File: config.mk
export PLATFORM = sky130hd
export DESIGN_NAME = pwm_bank
export DESIGN_NICKNAME = d
export VERILOG_FILES = /design/src/rtl/pwm_pkg.sv /design/src/rtl/pwm_prescaler.sv /design/src/rtl/pwm_deadband.sv /design/src/rtl/pwm_channel.sv /design/src/rtl/pwm_bank.sv
export SDC_FILE = /design/constraint.sdc
export NUM_CORES = 1
export LEC_CHECK = 0
export ABC_AREA = 0
export BUFFER_PORTS_ARGS = -buffer_cell sky130_fd_sc_hd__buf_2
export CAP_MARGIN = 20
export CORE_MARGIN = 5
export CORE_UTILIZATION = 57
export CTS_CLUSTER_DIAMETER = 80
export CTS_CLUSTER_SIZE = 24
export DETAILED_ROUTE_END_ITERATION = 6
export HOLD_SLACK_MARGIN = 0.06
export MAX_ROUTING_LAYER = met4
export PLACE_DENSITY = 0.77
export SETUP_SLACK_MARGIN = 0.4
export SLEW_MARGIN = 30
export SYNTH_ARGS = -nofsm -noshare
export SYNTH_HDL_FRONTEND = slang
export SYNTH_SLANG_ARGS = --single-unit
File: constraint.sdc
create_clock -name clk -period 3.1 [get_ports clk]
set_clock_uncertainty 0.15 [all_clocks]
set_input_delay 0.62 -clock clk [delete_from_list [all_inputs] [get_ports clk]]
set_output_delay 0.62 -clock clk [all_outputs]
set_load 0.1 [all_outputs]
File: src/rtl/pwm_pkg.sv
package pwm_pkg;
  localparam int unsigned OFS_CTRL      = 32'h00;
  localparam int unsigned OFS_SCALE     = 32'h04;
  localparam int unsigned OFS_PEND      = 32'h08;
  localparam int unsigned CH_BASE       = 32'h10;
  localparam int unsigned CH_STRIDE     = 32'h10;
  localparam int unsigned CH_OFS_PER    = 32'h0;
  localparam int unsigned CH_OFS_CMP    = 32'h4;
  localparam int unsigned CH_OFS_DEAD   = 32'h8;
  localparam int unsigned CTRL_EN_BIT   = 0;
  localparam int unsigned CTRL_DIR_BIT  = 1;
  localparam int unsigned CTRL_HOLD_LSB = 12;
  localparam int unsigned CTRL_CHEN_LSB = 20;
endpackage

File: src/rtl/pwm_prescaler.sv
module pwm_prescaler #(
  parameter int PSW = 16
) (
  input  logic           clk,
  input  logic           rst_n,
  input  logic           en,
  input  logic [PSW-1:0] reload,
  output logic           tick
);
  logic [PSW-1:0] cnt_q;

  always_ff @(posedge clk or negedge rst_n) begin
    if (!rst_n)                  cnt_q <= '1;
    else if (!en || cnt_q == '0) cnt_q <= reload;
    else                         cnt_q <= cnt_q - 1'b1;
  end

  assign tick = en && (cnt_q == '0);

  // after a tick the count restarts from the reload value
  p_reload_r5: assert property (@(posedge clk) disable iff (!rst_n)
    tick |=> (cnt_q == $past(reload)));
  // no ticks come while the core is off
  p_quiet_r2: assert property (@(posedge clk) disable iff (!rst_n)
    !en |-> !tick);
endmodule

File: src/rtl/pwm_deadband.sv
module pwm_deadband #(
  parameter int DBW = 8
) (
  input  logic           clk,
  input  logic           rst_n,
  input  logic           on,
  input  logic           raw,
  input  logic [DBW-1:0] dead,
  output logic           hi,
  output logic           lo
);
  logic           raw_q;
  logic [DBW-1:0] age_q;
  logic           settled;

  always_ff @(posedge clk or negedge rst_n) begin
    if (!rst_n) begin
      raw_q <= 1'b0;
      age_q <= '0;
    end else if (raw != raw_q) begin
      raw_q <= raw;
      age_q <= '0;
    end else if (age_q < dead) begin
      age_q <= age_q + 1'b1;
    end
  end

  assign settled = (age_q >= dead);
  assign hi      = on && raw_q && settled;
  assign lo      = on && !raw_q && settled;

  // a raw transition opens a gap on both outputs when dead time is non-zero
  p_gap_r8: assert property (@(posedge clk) disable iff (!rst_n)
    (raw != raw_q) ##1 (dead != '0) |-> (!hi && !lo));
endmodule

File: src/rtl/pwm_channel.sv
module pwm_channel #(
  parameter int CW  = 16,
  parameter int DBW = 8
) (
  input  logic           clk,
  input  logic           rst_n,
  input  logic           on,
  input  logic           tick,
  input  logic           hold,
  input  logic           wr_per,
  input  logic           wr_cmp,
  input  logic           wr_dead,
  input  logic [31:0]    wdata,
  output logic [CW-1:0]  sh_per,
  output logic [CW-1:0]  sh_cmp,
  output logic [DBW-1:0] sh_dead,
  output logic           wrap,
  output logic           hi,
  output logic           lo
);
  logic [CW-1:0]  cnt_q;
  logic [CW-1:0]  per_a;
  logic [CW-1:0]  cmp_a;
  logic [DBW-1:0] dead_a;
  logic           raw;

  always_ff @(posedge clk or negedge rst_n) begin
    if (!rst_n) begin
      sh_per  <= '0;
      sh_cmp  <= '0;
      sh_dead <= '0;
    end else begin
      if (wr_per)  sh_per  <= wdata[CW-1:0];
      if (wr_cmp)  sh_cmp  <= wdata[CW-1:0];
      if (wr_dead) sh_dead <= wdata[DBW-1:0];
    end
  end

  assign wrap = on && tick && (cnt_q == per_a);

  always_ff @(posedge clk or negedge rst_n) begin
    if (!rst_n)    cnt_q <= '0;
    else if (!on)  cnt_q <= '0;
    else if (tick) cnt_q <= (cnt_q == per_a) ? '0 : cnt_q + 1'b1;
  end

  always_ff @(posedge clk or negedge rst_n) begin
    if (!rst_n) begin
      per_a  <= '0;
      cmp_a  <= '0;
      dead_a <= '0;
    end else if (wrap && !hold) begin
      per_a  <= sh_per;
      cmp_a  <= sh_cmp;
      dead_a <= sh_dead;
    end
  end

  assign raw = on && (cnt_q < cmp_a);

  pwm_deadband #(.DBW(DBW)) u_db (
    .clk  (clk),
    .rst_n(rst_n),
    .on   (on),
    .raw  (raw),
    .dead (dead_a),
    .hi   (hi),
    .lo   (lo)
  );

  // an idle channel keeps its counter at zero
  p_idle_r2: assert property (@(posedge clk) disable iff (!rst_n)
    !on |=> (cnt_q == '0));
  // the counter never passes the working period
  p_bound_r6: assert property (@(posedge clk) disable iff (!rst_n)
    cnt_q <= per_a);
  // working values move only at an unheld wrap
  p_hold_r4: assert property (@(posedge clk) disable iff (!rst_n)
    !(wrap && !hold) |=> ($stable(per_a) && $stable(cmp_a) && $stable(dead_a)));
  // an unheld wrap loads the shadow values
  p_load_r9: assert property (@(posedge clk) disable iff (!rst_n)
    (wrap && !hold) |=> (per_a == $past(sh_per) && cmp_a == $past(sh_cmp)
                         && dead_a == $past(sh_dead)));
endmodule

File: src/rtl/pwm_bank.sv
module pwm_bank
  import pwm_pkg::*;
#(
  parameter int NCH = 6,
  parameter int CW  = 16,
  parameter int DBW = 8,
  parameter int PSW = 16,
  parameter int AW  = 8
) (
  input  logic           clk,
  input  logic           rst_n,
  input  logic           wr_en,
  input  logic [AW-1:0]  wr_addr,
  input  logic [31:0]    wr_data,
  input  logic [AW-1:0]  rd_addr,
  output logic [31:0]    rd_data,
  output logic           irq,
  output logic [NCH-1:0] pwm_hi,
  output logic [NCH-1:0] pwm_lo
);
  localparam logic [AW-1:0] A_CTRL  = AW'(OFS_CTRL);
  localparam logic [AW-1:0] A_SCALE = AW'(OFS_SCALE);
  localparam logic [AW-1:0] A_PEND  = AW'(OFS_PEND);

  logic                  core_en;
  logic [NCH-1:0]        ch_en;
  logic [NCH-1:0]        hold;
  logic [PSW-1:0]        reload;
  logic [NCH-1:0]        pend;
  logic [NCH-1:0]        wrap_v;
  logic [NCH-1:0]        clr_v;
  logic [NCH-1:0]        wmask;
  logic                  tick;
  logic                  ctrl_wr;
  logic [NCH-1:0][CW-1:0]  rb_per;
  logic [NCH-1:0][CW-1:0]  rb_cmp;
  logic [NCH-1:0][DBW-1:0] rb_dead;

  assign ctrl_wr = wr_en && (wr_addr == A_CTRL);
  assign wmask   = wr_data[CTRL_CHEN_LSB +: NCH];
  assign clr_v   = (wr_en && wr_addr == A_PEND) ? wr_data[NCH-1:0] : '0;

  always_ff @(posedge clk or negedge rst_n) begin
    if (!rst_n) begin
      core_en <= 1'b0;
      ch_en   <= '0;
      hold    <= '0;
      reload  <= '1;
    end else begin
      if (ctrl_wr) begin
        core_en <= wr_data[CTRL_EN_BIT];
        hold    <= wr_data[CTRL_HOLD_LSB +: NCH];
        if (wr_data[CTRL_DIR_BIT]) ch_en <= ch_en & ~wmask;
        else                       ch_en <= ch_en | wmask;
      end
      if (wr_en && wr_addr == A_SCALE) reload <= wr_data[PSW-1:0];
    end
  end

  always_ff @(posedge clk or negedge rst_n) begin
    if (!rst_n) pend <= '0;
    else        pend <= (pend & ~clr_v) | wrap_v;
  end

  assign irq = |pend;

  pwm_prescaler #(.PSW(PSW)) u_ps (
    .clk   (clk),
    .rst_n (rst_n),
    .en    (core_en),
    .reload(reload),
    .tick  (tick)
  );

  for (genvar i = 0; i < NCH; i++) begin : g_ch
    localparam logic [AW-1:0] A_PER  = AW'(CH_BASE + CH_STRIDE*i + CH_OFS_PER);
    localparam logic [AW-1:0] A_CMP  = AW'(CH_BASE + CH_STRIDE*i + CH_OFS_CMP);
    localparam logic [AW-1:0] A_DEAD = AW'(CH_BASE + CH_STRIDE*i + CH_OFS_DEAD);

    pwm_channel #(.CW(CW), .DBW(DBW)) u_ch (
      .clk    (clk),
      .rst_n  (rst_n),
      .on     (core_en && ch_en[i]),
      .tick   (tick),
      .hold   (hold[i]),
      .wr_per (wr_en && wr_addr == A_PER),
      .wr_cmp (wr_en && wr_addr == A_CMP),
      .wr_dead(wr_en && wr_addr == A_DEAD),
      .wdata  (wr_data),
      .sh_per (rb_per[i]),
      .sh_cmp (rb_cmp[i]),
      .sh_dead(rb_dead[i]),
      .wrap   (wrap_v[i]),
      .hi     (pwm_hi[i]),
      .lo     (pwm_lo[i])
    );

    // a wrap always leaves its pending bit set, even against a clear
    p_set_wins_r7: assert property (@(posedge clk) disable iff (!rst_n)
      wrap_v[i] |=> pend[i]);
    // an uncontested clear empties the bit
    p_clear_r7: assert property (@(posedge clk) disable iff (!rst_n)
      (clr_v[i] && !wrap_v[i]) |=> !pend[i]);
  end

  always_comb begin
    rd_data = '0;
    if (rd_addr == A_CTRL) begin
      rd_data[CTRL_EN_BIT]            = core_en;
      rd_data[CTRL_HOLD_LSB +: NCH]   = hold;
      rd_data[CTRL_CHEN_LSB +: NCH]   = ch_en;
    end else if (rd_addr == A_SCALE) begin
      rd_data[PSW-1:0] = reload;
    end else if (rd_addr == A_PEND) begin
      rd_data[NCH-1:0] = pend;
    end
    for (int i = 0; i < NCH; i++) begin
      if (rd_addr == AW'(CH_BASE + CH_STRIDE*i + CH_OFS_PER))  rd_data[CW-1:0]  = rb_per[i];
      if (rd_addr == AW'(CH_BASE + CH_STRIDE*i + CH_OFS_CMP))  rd_data[CW-1:0]  = rb_cmp[i];
      if (rd_addr == AW'(CH_BASE + CH_STRIDE*i + CH_OFS_DEAD)) rd_data[DBW-1:0] = rb_dead[i];
    end
  end

  // group enable sets every marked channel
  p_group_on_r3: assert property (@(posedge clk) disable iff (!rst_n)
    (ctrl_wr && !wr_data[CTRL_DIR_BIT]) |=>
      ((ch_en & $past(wmask)) == $past(wmask)));
  // group disable clears every marked channel
  p_group_off_r3: assert property (@(posedge clk) disable iff (!rst_n)
    (ctrl_wr && wr_data[CTRL_DIR_BIT]) |=> ((ch_en & $past(wmask)) == '0));
  // outputs are quiet while the core is off
  p_off_quiet_r2: assert property (@(posedge clk) disable iff (!rst_n)
    !core_en |-> (pwm_hi == '0 && pwm_lo == '0));
endmodule

==> metrics.cfg <==
[routing]
vias_per_cell = 6.47
drt_iter0_markers = 3144
drcViolationCount = 0
first_pass_iters = 6
postRouteAntennaNets = 0
wl_um = 125000
drt-wirelength-per-cell_um = 27.0
num_vias = 29862

[setup_path]
r2r-start = u_ps.cnt_q[12]
rr_worst_depth = 10
r2r_end = g_ch[0].u_ch.cnt_q[5]
cp-end-kind = primary output
arrival_ps = 2830
cp_max_fo = 2
r2r_setup_slack_ps = -70
critPathCapture = rd_data[3]
worstSetupPathType = flop to primary output
start_kind = flop
crit_start = reload[3]
cp.required_ps = 2330

[die]
die-width_um = 259
dieArea_mm2 = 0.0668
rows = 91
io-pin-count = 96
core_region_area_mm2 = 0.0615
start_util = 0.573
fp.dieH_um = 259

[power]
intPower_uw = 12900
comb_power_share = 0.163
powerDensity_mw_per_mm2 = 394
power.leakage_uw = 0.0212
seq_power_share = 0.521
vdd_ir_drop_max_uv = 618
sw_frac_of_total = 0.286
switchingPower_uw = 5170
p_clk_frac = 0.316

[cts]
root_buffer = clkbuf_16
cts_made_buffers = 38
insertion_delay_ps = 610
clockBufferDepth = 3
path_clk_slew_ps = 90
cts.sinks = 681
cts_tree = done
htree_levels = 2

[place]
hpwl_um = 82100
io_buffers = 79
place_congestion = 1.03
dp_cells = 4295

[global_route]
grt_overflow = 0
antenna_found_initial = 4
grt_max_degree = 108
grt_pass1_vias = 28657
grtUsageTotal = 0.359
grt_pass1_wl_um = 178000

[layout]
fin_nets = 4006
syn2layout_area_growth_pct = 30.4
drive_gt1_frac = 0.373
finalNonFillerCells = 4618
final_util = 0.747
n_fill_cell = 3954

[logic_synthesis]
syn-cell-area_mm2 = 0.0352
synthArstFlopShare = 1.00
synth_top_cell_area_share = 0.461
synth_edf_count = 0
ys_seq_elements = 681
syn_inst = 3356
synth_ff_type = dfrtp_1
avgSynthCellArea_um2 = 10.5
yosys_warnings = 0
synth_top_cell_by_area = dfrtp_1
seq_area_frac_synth = 0.485
ys_types = 77
synth_area_leaders = dfrtp_1 (46%), mux2_2 (13%), ha_1 (5.4%)

[timing]
hold_viol = 0
setup_viol = 50
timing.final.crit_share = 1.16
relSlewSlack = 0.442
period_needed_ps = 3600
grt_setup_unrepaired = true
worst_pin_slew_ps = 838
drv_slew = 0
setup_slack_ps = -497
max_freq_mhz = 278

[run_status]
status = finished, violations left
violations = negative setup slack

[min_path]
holdPathStages = 2
min_path_type = input port to flop

[flow_run]
cap_viol_max_count = 0

worst min path at each step:
stage / start / end / slack, ps
2_1_floorplan: rst_n / asynchronous set/reset pin / 170
3_5_place_dp: g_ch[1].u_ch.sh_dead[5] / g_ch[1].u_ch.sh_dead[5] / 320
6_report: wr_data[24] / flop / 90
5_1_grt: wr_data[24] / flop / 80
3_3_place_gp: g_ch[1].u_ch.sh_dead[5] / g_ch[1].u_ch.sh_dead[5] / 310
4_1_cts: wr_data[24] / flop / 70
synth_stat cells, drive strengths merged, types with 16 or more instances:
library cell,instances
dfrtp,649
clkbuf,135
o21ai,258
mux2i,20
nand2b,43
dfstp,32
nor3,50
a21oi,165
xnor2,146
and2,28
mux2,397
o22ai,28
a31oi,69
inv,160
nor2b,16
a21o,16
ha,152
nor4,28
a22o,19
and3,45
nor2,159
nand4,65
nand3,87
buf,58
nand2,298
layer usage:
| layer | global-route usage | part of all wire | up-vias |
|---|---|---|---|
| met5 | - | 0 | - |
| met4 | 0.154 | 0.061 | 0 |
| met3 | 0.0517 | 0.082 | 369 |
| met2 | 0.550 | 0.46 | 1426 |
| met1 | 0.484 | 0.40 | 15115 |
| li1 | - | - | 12952 |
power groups by stage:
| stage | clock network (uW) | registers (uW) | logic [uW] |
|---|---|---|---|
| after floorplan | 0 | 9420 | 932 |
| after global placement | 0 | 9580 | 1890 |
| after detailed placement | 0 | 9590 | 1920 |
| after CTS | 5730 | 9420 | 2650 |
| after global routing | 6070 | 9440 | 3060 |
| final | 5720 | 9440 | 2950 |
placed cells by master (no fill, tap or decap), types with 16 or more instances in the layout:
cell type  count
nor2_1       131
o22ai_1       20
dfrtp_1      643
nand3_1       73
xnor2_1      146
buf_4        299
a21oi_1      110
buf_2         34
nor4_1        21
a21o_1        16
mux2_2       385
and2_1        17
nand4_1       65
nand2b_4      22
buf_16        19
o21ai_2       31
mux2i_1       20
a22o_1        19
nor2_2        16
nand2b_1      21
buf_8         21
nor3_1        33
inv_1        154
a31oi_1       61
o21ai_0      192
nand2_1      276
clkbuf_16     61
dfstp_2       32
ha_1         140
and3_1        39
buf_6         93
buf_12        97
o21ai_1       32
a21oi_2       44
area by class of cell:
type,instances,area [um2],share of cell area
Sequential cell,681,17100,0.372
Timing Repair Buffer,593,6930,0.151
Clock inverter,12,136,0.00297
Inverter,161,606,0.0132
Tap cell,790,988,0.0215
Clock buffer,51,1060,0.0232
Multi-Input combinational cell,2328,19100,0.416
Antenna cell,2,5.00,0.000109
registers in the layout, indices dropped and copies added (netlist names), named ones only:
register              flops
pend                      6
u_ps.cnt_q               16
g_ch.u_ch.u_db.raw_q      6
g_ch.u_ch.u_db.age_q     48
g_ch.u_ch.cmp_a          96
g_ch.u_ch.per_a          96
g_ch.u_ch.sh_cmp         96
hold                      6
core_en                   1
g_ch.u_ch.sh_dead        48
g_ch.u_ch.dead_a         48
g_ch.u_ch.cnt_q          96
g_ch.u_ch.sh_per         96
reload                   16
stage by stage:
step	cell area [um2]	power (uW)	hold slack (ps)	setup TNS (ps)	setup WS [ps]
after detailed placement	39100	11500	324	-10080	-730
after global routing	45900	18600	80.2	-15590	-543
final	45900	18100	85.9	-6690	-497
after global placement	39100	11500	314	-9830	-733
after CTS	43700	17800	65.1	-5530	-494
after floorplan	35900	10400	174	-5180	-797
logic make-up after synthesis:
family	share of synthesized area
adder cells (fa/ha/maj)	0.0540
AO/OA/AOI/OAI	0.120
XOR/XNOR	0.0401
buffers and inverters	0.0404
other	0.000107
AND/OR/NAND/NOR	0.128
multiplexers	0.133
flip-flops	0.485
critical path, cell delays in order (launching register included):
cell and delay, ps:
dfstp_2 560, nor2_1 50, or4_4 520, a22o_1 230, a21oi_1 140, buf_4 170, o21ai_4 70, a32oi_4 270
buf_12 220
what timing repair did:
item,in CTS,in global routing
buffers inserted,146,51
setup endpoints to repair,260,387
gates cloned,25,30
gates resized for setup,365,270
pin swaps,116,118
hold buffers,6,0
hold endpoints to repair,61,0
Power figures use the tool's default switching activity.
